`config.mk`:
```
export PLATFORM = sky130hd
export DESIGN_NAME = lpm_ctrl
export DESIGN_NICKNAME = d
export VERILOG_FILES = /design/src/rtl/lpm_ctrl.sv
export SDC_FILE = /design/constraint.sdc
export NUM_CORES = 1
export LEC_CHECK = 0
export BUFFER_PORTS_ARGS = -buffer_cell sky130_fd_sc_hd__buf_4
export CAP_MARGIN = 30
export CORE_UTILIZATION = 55
export CTS_BUF_LIST = sky130_fd_sc_hd__clkbuf_2
export CTS_CLUSTER_SIZE = 12
export DETAILED_ROUTE_END_ITERATION = 16
export PLACE_DENSITY = 0.72
export SKIP_LAST_GASP = 1
export SYNTH_ARGS = -nofsm -noshare
export SYNTH_HDL_FRONTEND = slang
export SYNTH_SLANG_ARGS = --single-unit
```
`constraint.sdc`:
```
create_clock -name clk -period 4.37 [get_ports clk]
set_input_delay 0.6555 -clock clk [delete_from_list [all_inputs] [get_ports clk]]
set_output_delay 0.6555 -clock clk [all_outputs]
set_load 0.05 [all_outputs]
```
`src/rtl/lpm_ctrl.sv`:
```
module lpm_ctrl #(
  parameter int STAB_CYCLES = 1024,
  parameter int RST_LAG     = 2
) (
  input  logic clk,
  input  logic hw_rst_n,
  input  logic req_idle,
  input  logic req_pdown,
  input  logic irq_pend,
  output logic cpu_clk_en,
  output logic periph_clk_en,
  output logic osc_run,
  output logic core_rst,
  output logic ram_wr_blk
);
  localparam int MAXC = (STAB_CYCLES > RST_LAG) ? STAB_CYCLES : RST_LAG;
  localparam int CW   = $clog2(MAXC + 1);
  localparam logic [CW-1:0] STAB_V  = CW'(STAB_CYCLES);
  localparam logic [CW-1:0] LAG_END = CW'(RST_LAG - 1);

  typedef enum logic [2:0] {
    S_RST  = 3'd0,
    S_RUN  = 3'd1,
    S_IDLE = 3'd2,
    S_PD   = 3'd3,
    S_LAG  = 3'd4
  } st_t;

  st_t           st;
  logic [CW-1:0] cnt;

  always_ff @(posedge clk) begin
    case (st)
      S_RUN: begin
        if (!hw_rst_n) begin
          st  <= S_RST;
          cnt <= STAB_V;
        end else if (req_pdown) begin
          st <= S_PD;
        end else if (req_idle) begin
          st <= S_IDLE;
        end
      end
      S_IDLE: begin
        if (!hw_rst_n) begin
          st  <= S_LAG;
          cnt <= '0;
        end else if (irq_pend) begin
          st <= S_RUN;
        end
      end
      S_LAG: begin
        if (cnt == LAG_END) begin
          st  <= S_RST;
          cnt <= STAB_V;
        end else begin
          cnt <= cnt + 1'b1;
        end
      end
      S_PD: begin
        if (!hw_rst_n) begin
          st  <= S_RST;
          cnt <= '0;
        end
      end
      S_RST: begin
        if (hw_rst_n && cnt == STAB_V) st <= S_RUN;
        else if (cnt != STAB_V)        cnt <= cnt + 1'b1;
      end
      default: begin
        st  <= S_RST;
        cnt <= '0;
      end
    endcase
  end

  assign cpu_clk_en    = (st == S_RUN) || (st == S_RST) || (st == S_LAG);
  assign periph_clk_en = (st != S_PD);
  assign osc_run       = (st != S_PD);
  assign core_rst      = (st == S_RST);
  assign ram_wr_blk    = (st == S_LAG);
endmodule

```
[Yosys cells after proc, flatten, opt, wreduce, memory -nomap -nowiden]
Index checks and enable logic that the tools add are counted.
Storage, ports and cells
  register bits after elaboration: 14
  output and inout port bits: 5
  bits of input ports: 5
Operators by class
  muxes and demuxes: 15
  add/sub/neg operators: 1
  equality and inequality tests: 17
  reduce and logical (&&, ||, !) cells: 7
Operator list (count)
  $mux 11: 5
  $pmux 11 s4: 1
  $mux 3: 8
  $pmux 3 s5: 1
  $add 11x1->11 const B: 1
  $eq 11x1->1 const B: 1
  $eq 11x11->1 const B: 1
  $ne 11x11->1 const B: 1
  $ne 2x2->1 const B: 4
  $eq 3x2->1 const B: 2
  $ne 2x1->1 const B: 3
  $reduce_and 5->1: 1
  $ne 4x4->1 const B: 1
  $reduce_and 4->1: 1
  $eq 3x1->1 const B: 1
  $eq 3x3->1 const B: 1
  $logic_not 3->1: 1
  $ne 3x2->1 const B: 1
  $ne 3x3->1 const B: 1
  $logic_or 1x1->1: 2
  $reduce_or 2->1: 1
  $logic_and 1x1->1: 1

[Longest topological paths before layout]
Gate-level depths: netlist of the first run.
  word-level depth: 4
  mapped depth: 6

[Worst setup path after synthesis of the first run]
Ideal clock, no wire load.
  kind: reg2out
  start point: register st[0]
  end point: output port core_rst
  stages on the path, launching flop included: 3
  setup slack: 2.057 ns
  data required time: 3.714 ns
  data arrival time: 1.658 ns
  path through: edfxtp_1 > clkbuf_1 > nor3_1
On the way
  word-level cells in the longest chain between the ends: 1
Ends and longest elaborated chain
  start, declared: RTL line 29  | st_t st;
  start signal, assigned: RTL line 36  | st <= S_RST;
  start signal, assigned: RTL line 39  | st <= S_PD;
  start signal, assigned: RTL line 41  | st <= S_IDLE;
  $logic_not 3->1: RTL line 80  | assign core_rst = (st == S_RST);
  end, declared: RTL line 13  | output logic core_rst,
Every way passes these cells.

[Worst setup path after layout of the first run]
  start point: register cnt[4]
  end point: register st[2], enable pin
On the way
  word-level cells in the longest chain between the ends: 4
Ends and longest elaborated chain
  start, declared: RTL line 30  | logic [CW-1:0] cnt;
  start signal, assigned: RTL line 57  | cnt <= cnt + 1'b1;
  start signal, assigned: RTL line 68  | else if (cnt != STAB_V) cnt <= cnt + 1'b1;
  $eq 11x11->1: RTL line 67  | if (hw_rst_n && cnt == STAB_V) st <= S_RUN;
  $logic_and 1x1->1: RTL line 67
  $ne 2x1->1 (no source line)
  $reduce_and 5->1 (no source line) *
  end signal, assigned: RTL line 62  | st <= S_RST;
  end signal, assigned: RTL line 67
  end signal, assigned: RTL line 71  | st <= S_RST;
Mark *: on every way between the ends. The rest lies on a longest branch, timed or not.
A chain may end at the register's enable or synchronous reset.

==> impl_results.md, run 1 <==
* Final std cells w/o fill at 111
* Util after Layout at about two thirds
* Distinct cells, synth at 34
* DP Cell Count at ~110
* Mapped Area at ~930 um2
* Post-Syn Area per Cell at roughly 11 um2
* Synth Area in Simple Gates at 26.1%
* Yosys warnings at 0
* R2R depth at 3
* DP Area at between 900 and 1000 um2
* Final setup viols at 0
* Status: complete, no violations
* Comb pwr share at approximately 2.2%
* Worst Setup EP: st[2]$_DFFE_PP_
* Internal Pwr Total at 168 uW
* Clk sinks at 14
* Seq cells post-synth at 14
* Number of port buffers at 9
* Starting Density at just over 60%
* Net Sw Frac at roughly a fifth
* Crit path time final at a little over 2 ns
* Routed WL at about 1.7 mm
* Critical Path RT at 4.38 ns
* First-pass DRT Iterations at 4
* Layout Skew at between 0.002 and 0.0025 ns
* Sequential area share after synthesis at roughly 45%
* GRT Util Overall at about a fifth
* First DRT Iteration DRCs at 17
* CTS tree: yes
* Synth Area in Compound Gates at 16.7%
* # Post-CTS Setup Buffers at 0
* Vias per std cell at about 6.2
* Full die area at between 1500 and 2000 um2
* Post-Synth XOR/XNOR Area at approximately 2.8%
* Area growth syn-to-layout at 7.94%
* RR Endpoint: st[2]$_DFFE_PP_
* Largest net degree at the start of global routing at 13
* Area contributors post-synth: edfxtp_1 (45%), a21oi_2 (4.7%), ha_1 (4.0%), nor2_1 (3.2%), nor4_2 (2.7%)
* Synth top area share at between 40% and 50%
* Unrepaired setup endpoints after global routing: false
* CORE AREA at approximately 1500 um2
* R2R Path Start: cnt[4]$_DFFE_PP_
* Largest area contributor in the netlist: edfxtp_1
* Area of the multi-input gates at ~460 um2
* Fin crit share at a little under half
* Gate Count Post-Synth at roughly 90
* Startpoint Class: register
* Fin nets at 104
* Crit Path Category: reg2reg
* Clock network power share at between 20% and 30%
* Pwr dens at ~210 nW/um2
* Switching Power at between 40 and 50 uW
* Peak supply drop at about 170 uV
* Total power at between 200 and 250 uW
* Worst R2R Setup Slack at between 2 and 2.5 ns
* Row Count at 14
* Clock slew at reported path FFs at 0.14 ns
* Post-route ant nets at 0
* Hold path startpoint: hw_rst_n
* Critical Path Start: cnt[4]$_DFFE_PP_
* GP Congestion at roughly 0.8
* CP endpoint kind: register
* Layout cell share with drive strength beyond 1 at 25.3%
* CP arrival at 2.07 ns
* H-tree Lvls at 1
* Drc violations at 0
* DP Worst Slack at around 2.3 ns
* Grt ovf at 0
* Sequential share of power at a little under 70%
* Max transition margin at 63.2%
* Hold_buf cts at 0
* Fillers at ~130
* Post-cts resize count at 0
* Synth Area in Adders at under 10%
* CTS max path bufs at 2
* # diodes at 0
* Min-Delay Path Class: in2reg
* Clk root buf: clkbuf_2
* Fin. max-slew vios at 0
* CTS buffer count at 3
* Setup tns final at 0 ns
* Post-DP HPWL at 1.23 mm
* Average wire per standard cell at 15.3 um
* Final hold vios at 0
* Final instance area at between 1000 and 1500 um2
* Die width at around 43 um
* Io pins at 10
* Reg area at 420 um2
* Chip height at between 40 and 50 um
* Number of max-cap violations at 0
* Vias in the first global route at around 640
* Clk_lat worst skew at around 0.28 ns
* Vias post-DR at just under 700
* Critical path peak fanout at 11
* Hold slack at between 0.6 and 0.7 ns
* Initial antenna violation count at 0
* First-pass GRT wire length at ~2.8 mm
* Largest family of logic cells by synthesized area: simple AND/OR/NAND/NOR gates
* Peak Freq at 0.486 GHz
* Fraction of synthesized area in multiplexers at 0%
* P_leak at between 0.3 and 0.4 nW
* Worst setup margin at about 2.3 ns
* Worst-Margin Slew at about 0.55 ns
* Synthesized Nets at 96
[cells in the mapped netlist]
cell	count
a21o_1	1
a21oi_1	2
a21oi_2	5
a311o_1	1
a31o_1	1
and2_1	2
and3b_1	2
and4_1	1
buf_2	2
buf_4	2
clkbuf_1	2
edfxtp_1	14
ha_1	3
inv_1	4
nand2_1	4
nand3_1	4
nand3_4	1
nand3b_1	1
nand4_1	2
nor2_1	8
nor2b_1	2
nor3_1	1
nor4_1	1
nor4_2	2
nor4b_1	1
o21ai_0	5
o22a_1	2
o31a_1	2
o31ai_1	2
or3_1	1
or3_2	2
or4_4	2
xnor2_1	1
xor2_1	2
[registers in the layout, indices dropped and copies added, names as in the netlist]
register  cells
cnt          11
st            3
[routing by layer]
layer / vias up / global-route usage [%] / wire (um)
met5: - / 0 / 0
met4: 0 / 10.9 / 24
met3: 4 / 3.83 / 66
met2: 18 / 33.7 / 802
met1: 321 / 24.0 / 800
li1: 348 / - / -
[cells by family after synthesis]
family                     Yosys count
AOI/OAI and AO/OA                   21
xor gates and xnor gates             3
adders and majority gates            3
buffers and inverters               10
DFF                                 14
and+or+nand+nor                     37
[placed cells by master, fill, tap and decap left out]
master	instances
clkbuf_2	3
o21ai_0	5
xor2_1	2
and2_1	2
nor2_1	8
nand3b_1	1
or3_1	1
a21oi_2	5
nand3_4	1
nor3_1	1
buf_4	9
inv_1	4
o31ai_1	2
or4_4	2
nand3_1	4
a21o_1	1
a311o_1	1
or3_2	2
ha_1	3
and3b_1	2
edfxtp_1	14
o22a_1	2
nor2b_1	2
xnor2_1	1
clkinv_1	1
and4_1	1
nand4_1	2
nor4_2	2
a21oi_1	2
nor4b_1	1
nand2_1	4
a31o_1	1
nor4_1	1
o31a_1	2
[critical path, stage by stage (launching register included)]
cell      delay, ns
edfxtp_1       0.51
nor4_2         0.42
a311o_1        0.58
o22a_1         0.27
[power groups by stage]
stage	clock [mW]	combinational, mW	sequential, mW
after CTS	0.0636	0.00464	0.145
after detailed placement	0	0.00459	0.148
after global placement	0	0.00445	0.148
final	0.0636	0.00462	0.145
after global routing	0.0681	0.00521	0.145
after floorplan	0	0.00114	0.148
[cell type report]
type / count / area share (%)
Sequential cell: 14 / 41.9
Tap cell: 16 / 2.00
Inverter: 4 / 1.50
Clock buffer: 3 / 1.50
Timing Repair Buffer: 9 / 6.73
Clock inverter: 1 / 0.374
Multi-Input combinational cell: 64 / 46.0
[worst min path at each step]
stage	cells past startpoint	to
floorplan	1	cnt[0]$_DFFE_PP_
global placement	1	cnt[0]$_DFFE_PP_
detailed placement	1	cnt[0]$_DFFE_PP_
CTS	2	st[2]$_DFFE_PP_
global route	2	st[2]$_DFFE_PP_
finish	2	st[2]$_DFFE_PP_
(Power assumes the default switching activity.)
==> inputs of run 2 (changes only) <==
ABC_AREA = 1   (was unset)
CORE_UTILIZATION = 54   (was 55)
PLACE_DENSITY = 0.74   (was 0.72)
clock period = 1.85 ns   (was 4.37 ns; I/O delays follow)
==> run 2 against run 1 <==
Effect of this change: non-clock buffer count grew 1; sequential share of layout area is 1.6 points lower; largest cell class unchanged; routed wire length down 2.1%; via count rose by 11%; critical endpoint is now core_rst; highest routed layer unchanged; area after synthesis is 1.1% higher; critical path depth grew 1; largest power group is now combinational logic; worst setup slack got worse by 2.1 ns; register-to-register slack got worse by 2.1 ns; clock skew is 0.0067 ns higher.
==> impl_results.md, run 2 <==
* Status: complete, no violations
* Area of the multi-input gates at between 400 and 500 um2
* Gate Count Post-Synth at 121
* Fin. max-slew vios at 0
* Largest net degree at the start of global routing at 12
* DP Worst Slack at approximately 0.23 ns
* CTS tree: yes
* GP Congestion at between 0.8 and 0.9
* Peak supply drop at 904 uV
* Crit path cell chain: nor2_4 > inv_1 > nor2_2 > buf_4
* Synthesized Nets at between 100 and 150
* Clk_lat worst skew at 0.27 ns
* P_leak at approximately 0.45 nW
* FFs w/ async S/R, synth at 0%
* Sequential area share after synthesis at 44.7%
* CORE AREA at about 1600 um2
* Max reg flops at 11
* GRT Util Overall at a little over a fifth
* CP bufs+invs at 2
* Largest area contributor in the netlist: edfxtp_1
* Unrepaired setup endpoints after global routing: false
* H-tree Lvls at 1
* Critical Path RT at approximately 1.6 ns
* CP endpoint kind: output port
* Peak Freq at 0.597 GHz
* Full die area at about 1900 um2
* Area growth syn-to-layout at 10.9%
* Top delay family on crit path: flip-flops
* Regs by FF count: cnt (11), st (3)
* Hold slack at between 0.3 and 0.4 ns
* Grt ovf at 0
* Vias in the first global route at approximately 660
* First DRT Iteration DRCs at 18
* Post-synth top cells: nand2_1 (26), nor2_1 (25), nand3_1 (17)
* Distinct cells, synth at 17
* CP peak stage delay at roughly 0.5 ns
* Number of max-cap violations at 0
* R2R Path Start: cnt[8]$_DFFE_PP_
* GRT busiest layer: met1
* Reg area at roughly 420 um2
* Min-Delay Path Class: in2reg
* DP Cell Count at approximately 140
* Clock slew at reported path FFs at ~0.12 ns
* CP arrival at ~1.4 ns
* Most frequent cells in the layout: nand2_1 (26), nor2_1 (24), nand3_1 (17)
* Clk root buf: clkbuf_2
* Number of port buffers at 9
* Synth Flop Type: edfxtp_1
* First-pass DRT Iterations at 4
* Vias post-DR at 769
* Hold path startpoint: hw_rst_n
* Clk sinks at 14
* Crit path time final at between 1.5 and 2 ns
* CTS buffer count at 3
* Met1 global-route usage at 31.7%
* Pwr dens at between 1500 and 2000 nW/um2
* Io pins at 10
* Post-synth EDFFs at 14
* # diodes at 0
* Final hold vios at 0
* Startpoint Class: register
* First-pass GRT wire length at just under 3 mm
* Chip height at 43.7 um
* WHS Endpoint: st[2]$_DFFE_PP_
* Routed WL at 1.66 mm
* Met2 Resource Use GR at 29.6%
* Worst-Margin Slew at ~0.41 ns
* Worst R2R Setup Slack at about 0.22 ns
* Drc violations at 0
* Post-DP HPWL at 1.27 mm
* Fillers at ~130
* Layout cell share with drive strength beyond 1 at roughly 14%
* Starting Density at ~60%
* Seq cells post-synth at 14
* RR Endpoint: st[0]$_DFFE_PP_
* Layout Skew at about 0.0091 ns
* Critical path peak fanout at 5
* CTS max path bufs at 2
* Die width at between 40 and 50 um
* Fin crit share at around 90%
* Post-Syn Area per Cell at about 7.8 um2
* Initial antenna violation count at 0
* DP Area at just over 1000 um2
* Top reg by flops: cnt
* Average wire per standard cell at about 11 um
* Crit Path Category: reg2out
* Yosys warnings at 0
* Mapped Area at 940 um2
* Max transition margin at between 70% and 80%
* R2R depth at 7
* WHS Path Cells at 2
* Area contributors post-synth: edfxtp_1 (45%), nand2_1 (10%), nor2_1 (10%), nand3_1 (9.1%), inv_1 (6.0%)
* Setup tns final at 0 ns
* Fin nets at 141
* Most common cell in the netlist: nand2_1
* Commonest non-fill, non-tap cell in the layout: nand2_1
* Post-route ant nets at 0
* Final instance area at approximately 1000 um2
* Final setup viols at 0
* Worst setup margin at roughly 0.18 ns
* Row Count at 14
* Final std cells w/o fill at 148
* Synth top area share at 44.7%
* M3 GR Usage at under 10%
* Vias per std cell at 5.20
* Crit-path slowest cell: edfxtp_1
==> run 2: changes by cell type after synthesis, sizes merged, moves of 4 or more <==
cell,change
a21oi,-4
nor2,+19
nand3,+12
nand2,+23
inv,+11
==> run 2: worst max path at each step <==
stage | start | end | slack [ns] | cells past startpoint
finish | st[2]$_DFFE_PP_ | core_rst | 0.18 | 4
detailed placement | cnt[0]$_DFFE_PP_ | cnt[4]$_DFFE_PP_ | 0.23 | 7
floorplan | st[1]$_DFFE_PP_ | cnt[0]$_DFFE_PP_ | 0.03 | 6
global placement | cnt[1]$_DFFE_PP_ | st[0]$_DFFE_PP_ | 0.25 | 8
CTS | st[2]$_DFFE_PP_ | core_rst | 0.12 | 4
global route | cnt[0]$_DFFE_PP_ | cnt[10]$_DFFE_PP_ | 0.03 | 8
==> run 2: cell type report <==
cell class / instances / area share (%)
Multi-Input combinational cell: 89 / 43.3
Timing Repair Buffer: 10 / 7.20
Tap cell: 16 / 1.92
Clock buffer: 3 / 1.44
Clock inverter: 1 / 0.360
Sequential cell: 14 / 40.3
Inverter: 15 / 5.40
==> run 2: per-stage QoR <==
step / utilization [%] / power [mW]
3_3_place_gp: 65.3 / 1.62
4_1_cts: 66.5 / 1.77
6_report: 66.9 / 1.78
2_1_floorplan: - / 1.42
5_1_grt: 66.9 / 1.92
3_5_place_dp: 65.3 / 1.64
==> run 2: power breakdown <==
group,total [mW],switching [mW],internal (mW)
clock network,0.139,0.0916,0.0469
registers,0.742,0.179,0.563
logic,0.901,0.611,0.290
==> run 2: kinds of logic after synthesis <==
| logic type | count (synthesis) | share of synthesized area [%] |
|---|---|---|
| fa+ha+maj | 3 | 4.00 |
| xor+xnor | 7 | 6.52 |
| compound gates | 5 | 2.66 |
| simple gates | 74 | 33.6 |
| flops | 14 | 44.7 |
| buf+inv | 18 | 8.52 |
==> run 2: repair_timing <==
| action | 4_1_cts | 5_1_grt |
|---|---|---|
| gates resized for setup | 0 | 1 |
| setup buffers | 0 | 0 |
| setup endpoints to repair | 0 | 1 |
| hold buffers | 0 | 0 |
==> run 2: worst register-to-register path, stage by stage, from the launching register on <==
cell and delay (ns):
edfxtp_1 0.48, inv_1 0.08, nand2_1 0.07, nor3_1 0.27, nand3_1 0.11, nand2_1 0.07, inv_1 0.04, nor2_1 0.21
==> run 2: layer usage <==
layer  vias up  share of wire (%)
met3         2                3.8
met1       341                 51
li1        408                  -
met2        18                 44
met5         -                  0
met4         0                1.1
